`config.mk`:
```
export PLATFORM = sky130hd
export DESIGN_NAME = i2c_pair_target
export DESIGN_NICKNAME = d
export VERILOG_FILES = /design/src/rtl/i2c_pair_pkg.sv /design/src/rtl/i2c_bus_sync.sv /design/src/rtl/i2c_pair_ptr.sv /design/src/rtl/i2c_pair_engine.sv /design/src/rtl/i2c_pair_target.sv
export SDC_FILE = /design/constraint.sdc
export NUM_CORES = 1
export LEC_CHECK = 0
export ABC_CLOCK_PERIOD_IN_PS = 2000
export CORE_ASPECT_RATIO = 1.2
export CORE_UTILIZATION = 35
export DETAILED_ROUTE_END_ITERATION = 10
export DONT_BUFFER_PORTS = 1
export PLACE_DENSITY = 0.48
export SLEW_MARGIN = 20
export SYNTH_ARGS = -nofsm -noshare
export SYNTH_HDL_FRONTEND = slang
export SYNTH_SLANG_ARGS = --single-unit
```
`constraint.sdc`:
```
create_clock -name clk_i -period 2 [get_ports clk_i]
set_clock_uncertainty 0.2 [all_clocks]
set_input_delay 0.4 -clock clk_i [delete_from_list [all_inputs] [get_ports clk_i]]
set_output_delay 0.4 -clock clk_i [all_outputs]
set_load 0.02 [all_outputs]
```
`src/rtl/i2c_pair_pkg.sv`:
```
package i2c_pair_pkg;
  localparam int BYTE_W = 8;
  localparam int IDX_W  = 3;
  localparam int CNT_W  = $clog2(BYTE_W + 1);

  typedef enum logic [2:0] {ST_IDLE, ST_RX, ST_ACK, ST_TX, ST_MACK} eng_st_e;
  typedef enum logic [1:0] {K_ADDR, K_CMD, K_DATA} rx_kind_e;

  // registers 0/1 are read-only
  function automatic logic idx_writable(input logic [IDX_W-1:0] idx);
    return idx[IDX_W-1:1] != '0;
  endfunction
endpackage

```
`src/rtl/i2c_bus_sync.sv`:
```
module i2c_bus_sync #(
  parameter int STAGES = 2
) (
  input  logic clk_i,
  input  logic rst_ni,
  input  logic scl_i,
  input  logic sda_i,
  output logic sda_s_o,
  output logic scl_rise_o,
  output logic scl_fall_o,
  output logic start_o,
  output logic stop_o
);
  logic [STAGES-1:0] scl_pipe, sda_pipe;
  logic scl_q, sda_q, scl_s, sda_s;

  always_ff @(posedge clk_i or negedge rst_ni) begin
    if (!rst_ni) begin
      scl_pipe <= '1;
      sda_pipe <= '1;
      scl_q    <= 1'b1;
      sda_q    <= 1'b1;
    end else begin
      scl_pipe <= {scl_pipe[STAGES-2:0], scl_i};
      sda_pipe <= {sda_pipe[STAGES-2:0], sda_i};
      scl_q    <= scl_s;
      sda_q    <= sda_s;
    end
  end

  assign scl_s      = scl_pipe[STAGES-1];
  assign sda_s      = sda_pipe[STAGES-1];
  assign sda_s_o    = sda_s;
  assign scl_rise_o = scl_s & ~scl_q;
  assign scl_fall_o = ~scl_s & scl_q;
  assign start_o    = scl_s & scl_q & sda_q & ~sda_s;
  assign stop_o     = scl_s & scl_q & ~sda_q & sda_s;
endmodule

```
`src/rtl/i2c_pair_ptr.sv`:
```
module i2c_pair_ptr
  import i2c_pair_pkg::*;
(
  input  logic             clk_i,
  input  logic             rst_ni,
  input  logic             load_i,
  input  logic [IDX_W-1:0] load_val_i,
  input  logic             flip_i,
  output logic [IDX_W-1:0] ptr_o
);
  logic [IDX_W-1:0] ptr_q;

  always_ff @(posedge clk_i or negedge rst_ni) begin
    if (!rst_ni)     ptr_q <= '0;
    else if (load_i) ptr_q <= load_val_i;
    else if (flip_i) ptr_q <= {ptr_q[IDX_W-1:1], ~ptr_q[0]};
  end

  assign ptr_o = ptr_q;
endmodule

```
`src/rtl/i2c_pair_engine.sv`:
```
module i2c_pair_engine
  import i2c_pair_pkg::*;
#(
  parameter logic [3:0] ADDR_HI = 4'b0100
) (
  input  logic              clk_i,
  input  logic              rst_ni,
  input  logic              sda_s_i,
  input  logic              scl_rise_i,
  input  logic              scl_fall_i,
  input  logic              start_i,
  input  logic              stop_i,
  input  logic [2:0]        strap_i,
  input  logic [IDX_W-1:0]  ptr_i,
  input  logic [BYTE_W-1:0] rd_data_i,
  output logic              ptr_load_o,
  output logic [IDX_W-1:0]  ptr_val_o,
  output logic              ptr_flip_o,
  output logic              sda_oe_o,
  output logic              wr_en_o,
  output logic [IDX_W-1:0]  wr_idx_o,
  output logic [BYTE_W-1:0] wr_data_o,
  output logic              rd_en_o,
  output logic [IDX_W-1:0]  rd_idx_o
);
  eng_st_e           st_q;
  rx_kind_e          kind_q;
  logic [CNT_W-1:0]  bit_cnt_q;
  logic [BYTE_W-1:0] rx_sh_q, tx_sh_q, wr_data_q;
  logic [IDX_W-1:0]  wr_idx_q;
  logic              rw_q, more_q, sda_oe_q, wr_en_q;

  logic [BYTE_W-1:0] rx_byte;
  logic              byte_end, addr_hit, load_first, load_next;

  assign rx_byte    = {rx_sh_q[BYTE_W-2:0], sda_s_i};
  assign byte_end   = (st_q == ST_RX) && scl_rise_i && (bit_cnt_q == CNT_W'(BYTE_W - 1));
  assign addr_hit   = rx_byte[BYTE_W-1:1] == {ADDR_HI, strap_i};
  assign load_first = byte_end && (kind_q == K_ADDR) && addr_hit && rx_byte[0];
  assign load_next  = (st_q == ST_MACK) && scl_rise_i && !sda_s_i;

  // read strobe coincides with capture of rd_data_i
  assign rd_en_o    = load_first || load_next;
  assign rd_idx_o   = load_next ? {ptr_i[IDX_W-1:1], ~ptr_i[0]} : ptr_i;
  assign ptr_load_o = byte_end && (kind_q == K_CMD);
  assign ptr_val_o  = rx_byte[IDX_W-1:0];
  assign ptr_flip_o = (byte_end && (kind_q == K_DATA)) || ((st_q == ST_MACK) && scl_rise_i);

  always_ff @(posedge clk_i or negedge rst_ni) begin
    if (!rst_ni) begin
      st_q      <= ST_IDLE;
      kind_q    <= K_ADDR;
      bit_cnt_q <= '0;
      rx_sh_q   <= '0;
      tx_sh_q   <= '0;
      rw_q      <= 1'b0;
      more_q    <= 1'b0;
      sda_oe_q  <= 1'b0;
      wr_en_q   <= 1'b0;
      wr_idx_q  <= '0;
      wr_data_q <= '0;
    end else begin
      wr_en_q <= 1'b0;
      if (start_i) begin
        st_q      <= ST_RX;
        kind_q    <= K_ADDR;
        bit_cnt_q <= '0;
        sda_oe_q  <= 1'b0;
        more_q    <= 1'b0;
      end else if (stop_i) begin
        st_q     <= ST_IDLE;
        sda_oe_q <= 1'b0;
        more_q   <= 1'b0;
      end else begin
        unique case (st_q)
          ST_IDLE: ;
          ST_RX: begin
            if (scl_rise_i) begin
              rx_sh_q   <= rx_byte;
              bit_cnt_q <= bit_cnt_q + 1'b1;
            end
            if (byte_end) begin
              unique case (kind_q)
                K_ADDR: begin
                  if (addr_hit) begin
                    rw_q <= rx_byte[0];
                    if (rx_byte[0]) tx_sh_q <= rd_data_i;
                  end else begin
                    st_q <= ST_IDLE;
                  end
                end
                K_CMD: ;
                K_DATA: begin
                  wr_en_q   <= idx_writable(ptr_i);
                  wr_idx_q  <= ptr_i;
                  wr_data_q <= rx_byte;
                end
                default: ;
              endcase
            end
            if (scl_fall_i && bit_cnt_q == CNT_W'(BYTE_W)) begin
              sda_oe_q <= 1'b1;
              st_q     <= ST_ACK;
            end
          end
          ST_ACK: begin
            if (scl_fall_i) begin
              bit_cnt_q <= '0;
              if (kind_q == K_ADDR && rw_q) begin
                st_q     <= ST_TX;
                sda_oe_q <= ~tx_sh_q[BYTE_W-1];
              end else begin
                st_q     <= ST_RX;
                sda_oe_q <= 1'b0;
                kind_q   <= (kind_q == K_ADDR) ? K_CMD : K_DATA;
              end
            end
          end
          ST_TX: begin
            if (scl_rise_i) bit_cnt_q <= bit_cnt_q + 1'b1;
            if (scl_fall_i) begin
              if (bit_cnt_q == CNT_W'(BYTE_W)) begin
                sda_oe_q <= 1'b0;
                st_q     <= ST_MACK;
              end else begin
                tx_sh_q  <= {tx_sh_q[BYTE_W-2:0], 1'b0};
                sda_oe_q <= ~tx_sh_q[BYTE_W-2];
              end
            end
          end
          ST_MACK: begin
            if (scl_rise_i) begin
              if (!sda_s_i) begin
                tx_sh_q <= rd_data_i;
                more_q  <= 1'b1;
              end else begin
                st_q <= ST_IDLE;
              end
            end
            if (scl_fall_i && more_q) begin
              more_q    <= 1'b0;
              bit_cnt_q <= '0;
              st_q      <= ST_TX;
              sda_oe_q  <= ~tx_sh_q[BYTE_W-1];
            end
          end
          default: st_q <= ST_IDLE;
        endcase
      end
    end
  end

  assign sda_oe_o  = sda_oe_q;
  assign wr_en_o   = wr_en_q;
  assign wr_idx_o  = wr_idx_q;
  assign wr_data_o = wr_data_q;
endmodule

```
`src/rtl/i2c_pair_target.sv`:
```
module i2c_pair_target
  import i2c_pair_pkg::*;
#(
  parameter logic [3:0] ADDR_HI     = 4'b0100,
  parameter int         SYNC_STAGES = 2
) (
  input  logic       clk_i,
  input  logic       rst_ni,
  input  logic       scl_i,
  input  logic       sda_i,
  output logic       sda_oe_o,
  input  logic [2:0] strap_i,
  output logic       wr_en_o,
  output logic [2:0] wr_idx_o,
  output logic [7:0] wr_data_o,
  output logic       rd_en_o,
  output logic [2:0] rd_idx_o,
  input  logic [7:0] rd_data_i
);
  logic             sda_s, scl_rise, scl_fall, start_det, stop_det;
  logic             ptr_load, ptr_flip;
  logic [IDX_W-1:0] ptr_val, ptr;

  i2c_bus_sync #(.STAGES(SYNC_STAGES)) u_sync (
    .clk_i      (clk_i),
    .rst_ni     (rst_ni),
    .scl_i      (scl_i),
    .sda_i      (sda_i),
    .sda_s_o    (sda_s),
    .scl_rise_o (scl_rise),
    .scl_fall_o (scl_fall),
    .start_o    (start_det),
    .stop_o     (stop_det)
  );

  i2c_pair_ptr u_ptr (
    .clk_i      (clk_i),
    .rst_ni     (rst_ni),
    .load_i     (ptr_load),
    .load_val_i (ptr_val),
    .flip_i     (ptr_flip),
    .ptr_o      (ptr)
  );

  i2c_pair_engine #(.ADDR_HI(ADDR_HI)) u_eng (
    .clk_i      (clk_i),
    .rst_ni     (rst_ni),
    .sda_s_i    (sda_s),
    .scl_rise_i (scl_rise),
    .scl_fall_i (scl_fall),
    .start_i    (start_det),
    .stop_i     (stop_det),
    .strap_i    (strap_i),
    .ptr_i      (ptr),
    .rd_data_i  (rd_data_i),
    .ptr_load_o (ptr_load),
    .ptr_val_o  (ptr_val),
    .ptr_flip_o (ptr_flip),
    .sda_oe_o   (sda_oe_o),
    .wr_en_o    (wr_en_o),
    .wr_idx_o   (wr_idx_o),
    .wr_data_o  (wr_data_o),
    .rd_en_o    (rd_en_o),
    .rd_idx_o   (rd_idx_o)
  );
endmodule

```
==> results by group <==
Timing
  • Worst rel slew slack: 65.22%
  • Final period utilization: 115.6%
  • Slew @ Worst Pin: 0.5181 ns
  • FMAX: 432.7 MHz
  • TNS Setup: -6.487 ns
  • Setup-failing EPs final: 32
  • Post-route minimum period: 2.311 ns
  • Final worst slack: -0.3110 ns
  • Unrepaired setup endpoints after global routing: true
  • Pins Over Slew Limit: 0
  • Count of final hold-check violations: 0

Synth
  • Cell count after synthesis: 235
  • Post-synth top area share: 41.44%
  • Sequential share of the synthesized area: 47.66%
  • Most area-consuming cells after synthesis: dfrtp_1, mux2_2, dfstp_2, nand2_1, o21ai_0
  • Post-synth EDFFs: 0
  • Syn avg cell area: 10.79 um^2
  • Mapped Area: 2536 um^2
  • Synth area leader: dfrtp_1
  • Distinct cells, synth: 49
  • Yosys warns: 0
  • Prevailing post-synth register cell: dfrtp_1
  • Flops & latches, synth: 48
  • Most common cell in the netlist: dfrtp_1
  • Syn_nets: 252
  • Synth cell count leaders: dfrtp_1, mux2_2, nand2_1, o21ai_0, nor2_1
  • FFs w/ async S/R, synth: 100.0%

Die
  • Horiz. Die Dim: 79.71 um
  • Rows: 33
  • Die Span Y: 95.25 um
  • Die outline area: 7592 um^2
  • Core area: 6937 um^2
  • Initial core utilization: 36.56%
  • I/O Pins: 32

Global route
  • Vias in the first global route: 2271
  • Initial antenna violation count: 0
  • Pin count of the biggest net entering global routing: 49
  • GRT Total Usage: 20.25%
  • Remaining global-route overflow: 0
  • First-pass GRT wire length: 11.59 mm

Flow run
  • Max Cap Viol: 0

Layout
  • Antenna diode instance count: 0
  • Nets@finish: 330
  • Fillers: 594
  • Syn-to-layout area delta: 50.96%
  • Final instance area: 3829 um^2
  • Layout cells sized above 1: 55.73%

Routing
  • DR iter-0 viols: 124
  • Drt first pass iters: 4
  • DRT Wirelength: 7.223 mm
  • Drt wl/cell: 18.01 um
  • Post-route ant nets: 0
  • Vias: 2199
  • DRC: 0
  • Via/cell ratio: 5.484

Status
  • Status: finished, violations left
  • Failing checks: negative setup slack

Placement
  • I/O Buffers: 0
  • Pre-CTS WS: -0.1908 ns
  • DP Wirelength: 4.612 mm
  • DP Area: 3080 um^2
  • RD Place Congestion: 0.8529

Clocking
  • Max Root-Sink Buffers: 2
  • Clk root buf: clkbuf_8
  • CTS clk-pin slew, worst paths: 0.10 ns
  • Worst-Skew Late Latency: 0.31 ns
  • CTS buffer count: 5
  • CTS tree: done
  • H-tree Lvls: 2
  • Clock sink count: 48

Worst setup path
  • Required @ worst endpoint: 1.40 ns
  • Critical Path Sink Type: primary output
  • Worst-path maximum fanout: 2
  • Crit path DAT: 1.71 ns
  • Crit Path Category: flop to primary output
  • Startpoint Class: flop

Pwr
  • Pwr Density: 592.1 nW/um^2
  • Peak supply drop: 0.2943 mV
  • Leak: 1.701 nW

Min path
  • Hold Crit Class: input pin to flop
[layout make-up]
| type | instances | area (um^2) | share of cell area, % |
|---|---|---|---|
| multi-input combinational | 167 | 1614 | 42.16 |
| inverter | 7 | 26.28 | 0.6863 |
| clock inverter | 3 | 21.27 | 0.5556 |
| tap | 87 | 108.9 | 2.843 |
| sequential | 48 | 1211 | 31.63 |
| timing repair buffer | 84 | 778.2 | 20.33 |
| clock buffer | 5 | 68.82 | 1.797 |
[worst max-delay path, cell delays in order, from the launching register on]
cell     delay [ns]
dfrtp_2        0.45
buf_12         0.14
nor4b_4        0.27
nand2_1        0.12
buf_6          0.15
xnor2_4        0.14
buf_6          0.14
[kinds of logic (layout without fill, tap and decap cells)]
| group | count (synthesis) | count (layout) | share of synthesized area [%] |
|---|---|---|---|
| compound gates | 54 | 54 | 14.60 |
| xor+xnor | 5 | 5 | 1.727 |
| fa+ha+maj | 2 | 2 | 0.9865 |
| mux | 33 | 33 | 14.50 |
| flops | 48 | 48 | 47.66 |
| buf+inv | 20 | 99 | 3.848 |
| simple gates | 73 | 73 | 16.68 |
[routing by layer]
metal  global-route usage, %  up-vias  share of wire, %
met3                   4.115       23               4.5
met4                   10.30        0               3.1
li1                        -     1014                 -
met1                   24.73     1103                42
met5                       0        -                 0
met2                   33.62       59                51
[timing repair]
item,in CTS,in global routing
pin swaps,14,22
buffers inserted,18,10
endpoints found under the setup margin,31,39
gates cloned,1,0
hold buffers,4,0
hold endpoints to repair,50,0
resized for setup,58,42
[per-stage QoR]
step,hold WS [ns],instances,total power [mW],util [%]
floorplan,-0.09559,235,1.390,-
global placement,-0.09328,368,1.527,44.41
detailed placement,-0.09300,368,1.534,44.41
CTS,0.01352,396,2.233,52.25
global route,0.03599,401,2.395,55.19
finish,0.02919,401,2.267,55.19
[path summary, 6_finish.rpt]
check,endpoint,slack [ns],from,cells past startpoint
max in group asynchronous,u_sync.sda_pipe[0]$_DFF_PN1_,0.93,rst_ni,2
max reg2reg,u_eng.tx_sh_q[7]$_DFFE_PN0P_,-0.30,u_eng.st_q[0]$_DFFE_PN0P_,10
min reg2reg,u_sync.sda_pipe[1]$_DFF_PN1_,0.16,u_sync.sda_pipe[0]$_DFF_PN1_,0
max,rd_idx_o[0],-0.31,u_eng.st_q[0]$_DFFE_PN0P_,6
min,u_eng.tx_sh_q[0]$_DFFE_PN0P_,0.03,rd_data_i[0],2
min in group asynchronous,u_eng.bit_cnt_q[3]$_DFFE_PN0P_,0.39,rst_ni,2
[power by group]
group / internal, mW / switching [mW] / total, mW / leakage (nW)
clock: 0.249 / 0.351 / 0.600 / 0.0445
combinational: 0.274 / 0.223 / 0.497 / 1.03
sequential: 1.09 / 0.0803 / 1.17 / 0.627
[sequential cells by signal, summed over array words and instances, names as in the netlist]
register	cells
u_eng.kind_q	2
u_eng.wr_idx_o	3
u_sync.sda_q	1
u_eng.bit_cnt_q	4
u_eng.rx_sh_q	7
u_eng.tx_sh_q	8
u_eng.more_q	1
u_sync.sda_pipe	2
u_ptr.ptr_o	3
u_eng.wr_data_o	8
u_sync.scl_q	1
u_eng.st_q	3
u_eng.wr_en_o	1
u_eng.sda_oe_o	1
u_eng.rw_q	1
u_sync.scl_pipe	2
[layout by cell type (no fill, tap or decap), types with 4 or more instances in the layout]
cell type   n
inv_1       5
clkbuf_8    5
nand2_1    16
mux2_2     15
xnor2_1     4
mux2_4     15
dfrtp_1    40
nand2b_1    5
a21oi_1     6
buf_4      58
nor2_1      9
buf_6      16
nand3b_1    5
o21ai_0     6
o31ai_2     4
dfstp_2     6
Power figures use the tool's default switching activity.
